File: src/rtl/pm_timer_pkg.sv
`timescale 1ns/1ps
package pm_timer_pkg;
   localparam int unsigned PRE_SEL_W = 2;
   localparam int unsigned POST_W    = 4;
   localparam int unsigned PRE_W     = 4;
   localparam int unsigned CTRL_W    = POST_W + 1 + PRE_SEL_W;
   localparam int unsigned ADDR_W    = 2;

   typedef enum logic [ADDR_W-1:0] {
      ADR_COUNT  = 2'd0,
      ADR_PERIOD = 2'd1,
      ADR_CTRL   = 2'd2,
      ADR_FLAG   = 2'd3
   } reg_addr_e;

   typedef struct packed {
      logic [POST_W-1:0]    post_m1;
      logic                 run;
      logic [PRE_SEL_W-1:0] pre_sel;
   } ctrl_t;

   // terminal value of the prescale counter: ratio 1, 4 or 16 minus one
   function automatic logic [PRE_W-1:0] pre_terminal(input logic [PRE_SEL_W-1:0] sel);
      int unsigned sh;
      if (sel == '0)                  sh = 0;
      else if (sel == PRE_SEL_W'(1))  sh = 2;
      else                            sh = 4;
      return PRE_W'((1 << sh) - 1);
   endfunction
endpackage

File: src/rtl/pmt_prescale.sv
`timescale 1ns/1ps
module pmt_prescale
   import pm_timer_pkg::*;
#(
   parameter int unsigned DIV_W = PRE_W
) (
   input  logic                 clk_i,
   input  logic                 rst_ni,
   input  logic                 en_i,
   input  logic                 clr_i,
   input  logic [PRE_SEL_W-1:0] sel_i,
   output logic                 step_o
);
   logic [DIV_W-1:0] cnt_q;
   logic [DIV_W-1:0] term;
   logic             at_term;

   initial begin
      assert (DIV_W >= PRE_W) else $error("prescale counter too narrow");
   end

   assign term    = DIV_W'(pre_terminal(sel_i));
   assign at_term = (cnt_q >= term);
   assign step_o  = en_i && !clr_i && at_term;

   always_ff @(posedge clk_i or negedge rst_ni) begin
      if (!rst_ni) begin
         cnt_q <= '0;
      end else if (clr_i) begin
         cnt_q <= '0;
      end else if (en_i) begin
         cnt_q <= at_term ? '0 : cnt_q + 1'b1;
      end
   end


   pre_clear_chk: assert property (@(posedge clk_i) disable iff (!rst_ni)
      clr_i |=> (cnt_q == '0));

   pre_hold_chk: assert property (@(posedge clk_i) disable iff (!rst_ni)
      (!en_i && !clr_i) |=> $stable(cnt_q));
endmodule

File: src/rtl/pmt_counter.sv
`timescale 1ns/1ps
module pmt_counter #(
   parameter int unsigned CNT_W = 8
) (
   input  logic             clk_i,
   input  logic             rst_ni,
   input  logic             step_i,
   input  logic             wr_i,
   input  logic [CNT_W-1:0] wdata_i,
   input  logic [CNT_W-1:0] period_i,
   output logic [CNT_W-1:0] count_o,
   output logic             wrap_o,
   output logic             match_o
);
   logic [CNT_W-1:0] count_q;
   logic             match_q;
   logic             at_period;

   assign at_period = (count_q == period_i);
   assign wrap_o    = step_i && !wr_i && at_period;

   always_ff @(posedge clk_i or negedge rst_ni) begin
      if (!rst_ni) begin
         count_q <= '0;
      end else if (wr_i) begin
         count_q <= wdata_i;
      end else if (step_i) begin
         count_q <= at_period ? '0 : count_q + 1'b1;
      end
   end

   always_ff @(posedge clk_i or negedge rst_ni) begin
      if (!rst_ni) match_q <= 1'b0;
      else         match_q <= wrap_o;
   end

   assign count_o = count_q;
   assign match_o = match_q;


   match_zero_chk: assert property (@(posedge clk_i) disable iff (!rst_ni)
      match_q |-> (count_q == '0));

   wr_lands_chk: assert property (@(posedge clk_i) disable iff (!rst_ni)
      wr_i |=> (count_q == $past(wdata_i)));
endmodule

File: src/rtl/pmt_postflag.sv
`timescale 1ns/1ps
module pmt_postflag #(
   parameter int unsigned W        = 4,
   parameter bit          HAS_POST = 1'b1
) (
   input  logic         clk_i,
   input  logic         rst_ni,
   input  logic         evt_i,
   input  logic         clr_i,
   input  logic [W-1:0] limit_i,
   input  logic         flag_clr_i,
   output logic         set_o,
   output logic         flag_o
);
   logic flag_q;

   generate
      if (HAS_POST) begin : g_post
         logic [W-1:0] cnt_q;
         logic         at_lim;
         assign at_lim = (cnt_q >= limit_i);
         assign set_o  = evt_i && !clr_i && at_lim;
         always_ff @(posedge clk_i or negedge rst_ni) begin
            if (!rst_ni) begin
               cnt_q <= '0;
            end else if (clr_i) begin
               cnt_q <= '0;
            end else if (evt_i) begin
               cnt_q <= at_lim ? '0 : cnt_q + 1'b1;
            end
         end

         post_clear_chk: assert property (@(posedge clk_i) disable iff (!rst_ni)
            clr_i |=> (cnt_q == '0));
      end else begin : g_direct
         logic unused_limit;
         assign unused_limit = ^limit_i;
         assign set_o = evt_i && !clr_i;
      end
   endgenerate

   always_ff @(posedge clk_i or negedge rst_ni) begin
      if (!rst_ni)         flag_q <= 1'b0;
      else if (set_o)      flag_q <= 1'b1;
      else if (flag_clr_i) flag_q <= 1'b0;
   end

   assign flag_o = flag_q;


   set_wins_chk: assert property (@(posedge clk_i) disable iff (!rst_ni)
      set_o |=> flag_q);

   flag_sticky_chk: assert property (@(posedge clk_i) disable iff (!rst_ni)
      (flag_q && !flag_clr_i) |=> flag_q);
endmodule

File: src/rtl/pmt_regs.sv
`timescale 1ns/1ps
module pmt_regs
   import pm_timer_pkg::*;
#(
   parameter int unsigned       DATA_W     = 8,
   parameter logic [DATA_W-1:0] PERIOD_RST = '1
) (
   input  logic              clk_i,
   input  logic              rst_ni,
   input  logic              wr_en_i,
   input  logic [ADDR_W-1:0] addr_i,
   input  logic [DATA_W-1:0] wdata_i,
   input  logic [DATA_W-1:0] count_i,
   input  logic              flag_i,
   output logic [DATA_W-1:0] rdata_o,
   output ctrl_t             ctrl_o,
   output logic [DATA_W-1:0] period_o,
   output logic              cnt_wr_o,
   output logic              ctrl_wr_o,
   output logic              flag_wclr_o
);
   reg_addr_e         sel;
   logic [DATA_W-1:0] period_q;
   ctrl_t             ctrl_q;
   logic              per_wr;

   assign sel         = reg_addr_e'(addr_i);
   assign cnt_wr_o    = wr_en_i && (sel == ADR_COUNT);
   assign per_wr      = wr_en_i && (sel == ADR_PERIOD);
   assign ctrl_wr_o   = wr_en_i && (sel == ADR_CTRL);
   assign flag_wclr_o = wr_en_i && (sel == ADR_FLAG) && wdata_i[0];

   always_ff @(posedge clk_i or negedge rst_ni) begin
      if (!rst_ni) begin
         period_q <= PERIOD_RST;
         ctrl_q   <= '0;
      end else begin
         if (per_wr)    period_q <= wdata_i;
         if (ctrl_wr_o) ctrl_q   <= ctrl_t'(wdata_i[CTRL_W-1:0]);
      end
   end

   always_comb begin
      case (sel)
         ADR_COUNT:  rdata_o = count_i;
         ADR_PERIOD: rdata_o = period_q;
         ADR_CTRL:   rdata_o = DATA_W'(ctrl_q);
         default:    rdata_o = DATA_W'(flag_i);
      endcase
   end

   assign ctrl_o   = ctrl_q;
   assign period_o = period_q;


   ctrl_rb_chk: assert property (@(posedge clk_i) disable iff (!rst_ni)
      ctrl_wr_o |=> (ctrl_q == ctrl_t'($past(wdata_i[CTRL_W-1:0]))));
endmodule

File: src/rtl/pm_timer.sv
`timescale 1ns/1ps
module pm_timer
   import pm_timer_pkg::*;
#(
   parameter int unsigned      CNT_W      = 8,
   parameter logic [CNT_W-1:0] PERIOD_RST = '1,
   parameter bit               HAS_PRE    = 1'b1,
   parameter bit               HAS_POST   = 1'b1
) (
   input  logic              clk_i,
   input  logic              rst_ni,
   input  logic              tick_i,
   input  logic              wr_en_i,
   input  logic [ADDR_W-1:0] addr_i,
   input  logic [CNT_W-1:0]  wdata_i,
   output logic [CNT_W-1:0]  rdata_o,
   input  logic              flag_clr_i,
   output logic              flag_o,
   output logic              match_o
);
   ctrl_t            ctrl;
   logic [CNT_W-1:0] period;
   logic [CNT_W-1:0] count;
   logic             cnt_wr, ctrl_wr, flag_wclr;
   logic             clr_div, tick_en, step, wrap, set_evt;

   initial begin
      assert (CNT_W > CTRL_W) else $error("data width must exceed control width");
   end

   assign clr_div = cnt_wr | ctrl_wr;
   assign tick_en = ctrl.run & tick_i;

   pmt_regs #(.DATA_W(CNT_W), .PERIOD_RST(PERIOD_RST)) u_regs (
      .clk_i(clk_i), .rst_ni(rst_ni), .wr_en_i(wr_en_i), .addr_i(addr_i),
      .wdata_i(wdata_i), .count_i(count), .flag_i(flag_o), .rdata_o(rdata_o),
      .ctrl_o(ctrl), .period_o(period), .cnt_wr_o(cnt_wr),
      .ctrl_wr_o(ctrl_wr), .flag_wclr_o(flag_wclr)
   );

   generate
      if (HAS_PRE) begin : g_pre
         pmt_prescale #(.DIV_W(PRE_W)) u_pre (
            .clk_i(clk_i), .rst_ni(rst_ni), .en_i(tick_en), .clr_i(clr_div),
            .sel_i(ctrl.pre_sel), .step_o(step)
         );
      end else begin : g_nopre
         logic unused_pre;
         assign unused_pre = ^ctrl.pre_sel;
         assign step = tick_en & ~clr_div;
      end
   endgenerate

   pmt_counter #(.CNT_W(CNT_W)) u_cnt (
      .clk_i(clk_i), .rst_ni(rst_ni), .step_i(step), .wr_i(cnt_wr),
      .wdata_i(wdata_i), .period_i(period), .count_o(count),
      .wrap_o(wrap), .match_o(match_o)
   );

   pmt_postflag #(.W(POST_W), .HAS_POST(HAS_POST)) u_post (
      .clk_i(clk_i), .rst_ni(rst_ni), .evt_i(wrap), .clr_i(clr_div),
      .limit_i(ctrl.post_m1), .flag_clr_i(flag_clr_i | flag_wclr),
      .set_o(set_evt), .flag_o(flag_o)
   );


   ctrl_keeps_count_chk: assert property (@(posedge clk_i) disable iff (!rst_ni)
      (ctrl_wr && !cnt_wr) |=> (count == $past(count)));

   idle_count_chk: assert property (@(posedge clk_i) disable iff (!rst_ni)
      (!ctrl.run && !cnt_wr) |=> $stable(count));

   flag_with_match_chk: assert property (@(posedge clk_i) disable iff (!rst_ni)
      $rose(flag_o) |-> match_o);
endmodule

File: config.mk
export PLATFORM = sky130hd
export DESIGN_NAME = pm_timer
export DESIGN_NICKNAME = d
export VERILOG_FILES = /design/src/rtl/pm_timer_pkg.sv /design/src/rtl/pmt_prescale.sv /design/src/rtl/pmt_counter.sv /design/src/rtl/pmt_postflag.sv /design/src/rtl/pmt_regs.sv /design/src/rtl/pm_timer.sv
export SDC_FILE = /design/constraint.sdc
export NUM_CORES = 1
export LEC_CHECK = 0
export BUFFER_PORTS_ARGS = -buffer_cell sky130_fd_sc_hd__buf_2
export CAP_MARGIN = 20
export CELL_PAD_IN_SITES_DETAIL_PLACEMENT = 0
export CELL_PAD_IN_SITES_GLOBAL_PLACEMENT = 1
export CORE_UTILIZATION = 48
export DETAILED_ROUTE_END_ITERATION = 16
export PLACE_DENSITY_LB_ADDON = 0.1
export SLEW_MARGIN = 40
export SYNTH_ARGS = -nofsm -noshare
export SYNTH_HDL_FRONTEND = slang
export SYNTH_SLANG_ARGS = --single-unit
export TNS_END_PERCENT = 10
File: constraint.sdc
create_clock -name clk_i -period 3.7 [get_ports clk_i]
set_input_delay 0 -clock clk_i [delete_from_list [all_inputs] [get_ports clk_i]]
set_output_delay 0 -clock clk_i [all_outputs]
set_load 0.005 [all_outputs]
# Word-level counts from Yosys, hierarchy flattened
# Index checks and enable logic that the tools add are counted.
[op_classes]
n_shift = 1
magnitude_cmp = 2
reduce_logical = 19
n_eq_ne = 5
n_addsub = 4
n_bitwise = 3
n_mux = 14
[op_table]
columns = ["operator", "n"]
rows = [
  ["two-way mux 4 bit", 6],
  ["two-way mux 8 bit", 3],
  ["case mux 8 bit (3 select lines)", 1],
  ["logical AND 1 bit", 11],
  ["adder 4 x 1 -> 4 bit (second input constant)", 2],
  ["adder 8 x 1 -> 8 bit (second input constant)", 1],
  ["equality test 8 bit", 1],
  ["greater-or-equal comparator 4 bit", 2],
  ["nonzero test 2 bit", 4],
  ["two-way mux 3 bit", 2],
  ["equality test 2 x 1 -> 1 bit (second input constant)", 2],
  ["equality test 2 bit (second input constant)", 2],
  ["zero test 2 bit", 2],
  ["left shift 1 x 3 -> 4 bit (first input constant)", 1],
  ["subtractor 4 x 2 -> 4 bit (second input constant)", 1],
  ["zero test 1 bit", 2],
  ["two-way mux 1 bit", 2],
  ["bitwise OR 1 bit", 2],
  ["bitwise AND 1 bit", 1],
]
[word_totals]
inputBits = 15
elab_cells = 57
output_inout_bits = 10
regBits = 33

# Longest topological paths before layout
[logic_depth]
ltp_word = 12
ltp_mapped = 8
mapped_depth_nobuf = 7

# By module
# A second synthesis with hierarchy kept.
[unflattened]
cells_unflattened = 209
area_unflattened_um2 = 2237.1
[modules_own_cells]
columns = ["mod", "area_per_inst_um2", "n_inst", "seq_area_each_um2", "cells_per_inst"]
rows = [
  ["pmt_regs", 793.3, 1, 385.4, 53],
  ["pmt_counter", 688.2, 1, 225.2, 77],
  ["pmt_postflag", 387.9, 1, 125.1, 40],
  ["pmt_prescale", 349.1, 1, 100.1, 36],
  ["pm_timer", 18.8, 1, 0.0, 3],
]

# Least setup slack after synthesis
# No wires, ideal clock.
[synth_timing]
path_type = "reg2reg"
startpoint = "register u_regs.ctrl_q, in the netlist u_regs.ctrl_o[1]"
endpoint = "register u_cnt.count_q[3] (netlist: u_cnt.count_o[3])"
path_stages_with_launch = 9
required_ns = 3.618
path_slack_ns = 1.467
n_path_buf = 1
period_less_slack_ns = 2.233
setup_time_ns = 0.082
arrival_time_ns = 2.151
cell_sequence = "dfrtp_1 or2_2 ha_1 nand2b_1 a2111oi_2 or3_4 buf_2 a21oi_1 a31oi_1"
[synth_between]
elab_chain_cells = 8
elab_cells_between_ends = 9
cone_classes = "1 x add/sub; 1 x order compare; 1 x eq/ne; 1 x shift; 2 x mux; 3 x reduce/logical"
[synth_lines]
columns = ["element", "line_no", "text"]
rows = [
  ["from (decl)", "pmt_regs.sv:24", "ctrl_t ctrl_q;"],
  ["from (signal assigned)", "pmt_regs.sv:39", "if (ctrl_wr_o) ctrl_q <= ctrl_t'(wdata_i[CTRL_W-1:0]);"],
  ["equality test 2 x 1 -> 1 bit", "pm_timer_pkg.sv:26", "else if (sel == PRE_SEL_W'(1)) sh = 2;"],
  ["two-way mux 3 bit", "pm_timer_pkg.sv:26", ""],
  ["two-way mux 3 bit (*)", "pm_timer_pkg.sv:25", "if (sel == '0) sh = 0;"],
  ["left shift 1 x 3 -> 4 bit (*)", "pm_timer_pkg.sv:28", "return PRE_W'((1 << sh) - 1);"],
  ["subtractor 4 x 2 -> 4 bit (*)", "pm_timer_pkg.sv:28", ""],
  ["greater-or-equal comparator 4 bit (*)", "pmt_prescale.sv:23", "assign at_term = (cnt_q >= term);"],
  ["logical AND 1 bit (*)", "pmt_prescale.sv:24", "assign step_o = en_i && !clr_i && at_term;"],
  ["nonzero test 2 bit (no line) (*)", "-", ""],
  ["to (signal assigned)", "pmt_counter.sv:26", "count_q <= wdata_i;"],
  ["to (signal assigned)", "pmt_counter.sv:28", "count_q <= at_period ? '0 : count_q + 1'b1;"],
  ["to (decl)", "pmt_counter.sv:15", "logic [CNT_W-1:0] count_q;"],
]
# Mark *: on every way between the ends. The rest lies on a longest branch, timed or not.
# A chain may end at the register's enable or synchronous reset.

# Worst setup path after layout
# Same ends and word-level chain as after synthesis.

==> metrics.csv <==
stage;metric;value;unit
yosys;synth.most_common_cell;dfrtp_1;
setup_path;worstRegToRegCells;7;
floorplan;die_y;66.7;um
floorplan;core-area;4000;um2
detailed_routing;drt_wl_total;4630;um
clock_tree;cts_buffers;5;
global_route;grt_pass1_vias;1557;
floorplan;start_util;50.3;%
sta;fin_tns_setup;0;ns
floorplan;num_rows;23;
sta;finalCriticalPeriod;2.44;ns
yosys;netlist_area;2010;um2
cells_and_area;seqCellArea;836;um2
floorplan;boundaryPins;25;
yosys;synth_edf_count;0;
yosys;yosys.area_share.simple;17.6;%
setup_path;crit_type;reg -> reg;
clock_tree;cts_root_buf;clkbuf_8;
worst_hold_path;hp-class;in -> reg;
yosys;ys.flop_type;dfrtp_1;
clock_tree;cts_tree;yes;
setup_path;cp_max_fo;14;
worst_hold_path;hold_depth;3;
yosys;yosys_warnings;0;
power_and_ir_drop;ir_drop;0.000231;V
sta;hold_slack;-0.00601;ns
cells_and_area;utilization;57.9;%
yosys;synthMuxAreaShare;13.0;%
setup_path;rr_startpoint;u_regs.ctrl_o[1];
yosys;netlist_instances;202;
setup_path;cp.required;3.90;ns
floorplan;dieArea;4450;um2
detailed_routing;vias;1635;
yosys;synthAdderAreaFrac;6.85;%
detailed_routing;postRouteAntennaNets;0;
job;drv_cap;0;
worst_hold_path;hold_end;u_post.flag_o;
setup_path;crit_path_end_kind;flop;
setup_path;crit_chain;or2_2 > ha_1 > nand2b_1 > a2111oi_2 > or3_4 > or4_1 > a31oi_1;
detailed_routing;viasPerCell;5.74;
setup_path;cp.arrival;2.64;ns
sta;period_share;65.8;%
clock_tree;clk_pin_slew;0.07;ns
yosys;synth_nets;228;
global_route;grt_pass1_wl;7620;um
worst_hold_path;hold_start;flag_clr_i;
sta;hold_viol_final;1;
placement;hpwl;3350;um
floorplan;die_w;66.7;um
setup_path;rrSetupSlack;1.26;ns
sta;setup_violations;0;
global_route;antenna_found_initial;0;
yosys;synth_area_leader_cell;dfrtp_1;
sta;clock_skew;0.00385;ns
yosys;ys_types;42;
setup_path;cp-start-kind;flop;
power_and_ir_drop;power.density;445;nW/um2
cells_and_area;fill_cells;380;
global_route;track_usage;23.4;%
clock_tree;ctsHtreeMaxLevel;2;
cells_and_area;final_layout_size_suffix_gt1_share;25.5;%
detailed_routing;drtPass1Iterations;4;
yosys;synth-compound-area-share;14.1;%
yosys;avgSynthCellArea;9.95;um2
clock_tree;clk_latency;0.28;ns
yosys;ys_top_cells_by_area;dfrtp_1 31%, dfstp_2 10%, mux2_2 8.4%, ha_1 6.8%, xor2_1 4.4%;
cells_and_area;multiInputGateArea;1120;um2
yosys;ys_seq_elements;33;
status;violations;hold timing;
detailed_routing;routedWlPerCell;16.2;um
yosys;async_flop_share;100;%
sta;slew_headroom;54.7;%
setup_path;critical_path.slowest_cell;or4_1;
global_route;grt_max_degree;34;
placement;io_buffers;24;
setup_path;reg2reg_to;u_cnt.count_o[3];
power_and_ir_drop;leakage;1.04;nW
sta;max_slew.worst_pin.slew;0.675;ns
sta;drv_slew;0;
yosys;ys_seq_area_share;41.6;%
clock_tree;postCtsSetupBuffers;0;
placement;globalplace.congestion;0.804;
setup_path;slowest_delay;0.52;ns
yosys;synth_top_area_share;31.1;%
detailed_routing;drc;0;
global_route;grt_overflow;0;
detailed_routing;drt-initial-drc-count;104;
clock_tree;clockBufferDepth;2;
yosys;synth_common_cells;25 x dfrtp_1, 19 x nand2_1, 16 x o21ai_0;
status;outcome;finished with violations;
yosys;synth_top_family_by_area;simple AND/OR/NAND/NOR gates;
sta;timing.fmax;410;MHz
cells_and_area;area_growth;15.2;%
sta;rsz0062_at_grt;no;
cells_and_area;nNetsFinal;260;
clock_tree;cts.sinks;33;
cells_and_area;diodes;0;
yosys;synth_xor_xnor_area_share;4.36;%
## cell usage in the layout, fill, tap and decap left out, types with 2 or more instances in the layout
cell type | Yosys | layout
a21oi_1 | 12 | 12
a31oi_1 | 3 | 3
a32oi_1 | 3 | 3
buf_2 | 1 | 23
clkbuf_1 | 2 | 3
clkbuf_8 | 0 | 5
dfrtp_1 | 25 | 25
dfstp_2 | 8 | 8
dlygate4sd3_1 | 0 | 6
ha_1 | 11 | 11
inv_1 | 8 | 8
mux2_2 | 15 | 15
mux2i_1 | 7 | 7
nand2_1 | 19 | 19
nand2b_1 | 3 | 3
nand3_1 | 7 | 7
nand3b_1 | 3 | 3
nand4_1 | 2 | 2
nand4b_1 | 2 | 2
nor2_1 | 11 | 11
nor2b_1 | 5 | 5
nor4_1 | 2 | 2
o211ai_1 | 3 | 3
o21a_1 | 3 | 3
o21ai_0 | 16 | 16
o21bai_1 | 2 | 2
or2_2 | 2 | 2
xor2_1 | 10 | 10
## sequential cells by signal, indices dropped and copies added (netlist names)
signal               flops
u_post.g_post.cnt_q      4
u_post.flag_o            1
u_cnt.count_o            8
u_regs.ctrl_o            7
u_regs.period_o          8
u_cnt.match_o            1
g_pre.u_pre.cnt_q        4
## power breakdown
group	internal, mW	switching, mW
combinational	0.136	0.135
clock	0.134	0.127
sequential	0.429	0.0698
total	0.699	0.331
## critical path, delay by kind of cell (launching register included)
family	cells	cell delay [ns]
fa+ha+maj	1	0.27
simple gates	4	1.41
compound gates	2	0.26
flops	1	0.42
## worst max-delay path by stage
stage                                start          endpoint  slack, ns
after floorplan           u_regs.ctrl_o[1]  u_cnt.count_o[3]       1.47
after global placement    u_regs.ctrl_o[1]  u_cnt.count_o[3]       1.35
after detailed placement  u_regs.ctrl_o[1]  u_cnt.count_o[3]       1.27
after CTS                 u_regs.ctrl_o[1]  u_cnt.count_o[3]       1.28
after global routing      u_regs.ctrl_o[1]  u_cnt.count_o[3]       1.18
final                     u_regs.ctrl_o[1]  u_cnt.count_o[3]       1.26
## layer usage
| layer | vias up | part of all wire [%] | GRT usage (%) |
|---|---|---|---|
| met5 | - | 0 | 0 |
| met4 | 0 | 0.84 | 6.38 |
| met3 | 6 | 3.4 | 3.60 |
| met2 | 30 | 49 | 38.9 |
| met1 | 802 | 47 | 31.5 |
| li1 | 797 | - | - |
## final cells by class
type                            count  share of cell area, %
Multi-Input combinational cell    156                   48.6
Inverter                            8                   1.30
Sequential cell                    33                   36.1
Clock buffer                        8                   3.46
Tap cell                           50                   2.70
Timing Repair Buffer               30                   7.89
## through the flow
step	std cells	instance area [um2]	setup WS, ns	total power, mW
5_1_grt	285	2320	1.18	1.10
3_3_place_gp	271	2170	1.35	0.756
2_1_floorplan	202	2010	1.47	0.679
4_1_cts	285	2310	1.28	1.03
3_5_place_dp	271	2170	1.27	0.769
6_report	285	2320	1.26	1.03
## repair_timing
item / in CTS / in global routing
hold buffers: 6 / 0
endpoints found under the hold margin: 36 / 0
gates resized for setup: 0 / 0
## kinds of logic after synthesis
group	count (synthesis)
AO/OA/AOI/OAI	46
XOR/XNOR	10
adder cells (fa/ha/maj)	11
buffers and inverters	13
flip-flops	33
multiplexers	23
AND/OR/NAND/NOR	66
No activity file was read; power rests on OpenSTA's default activity.
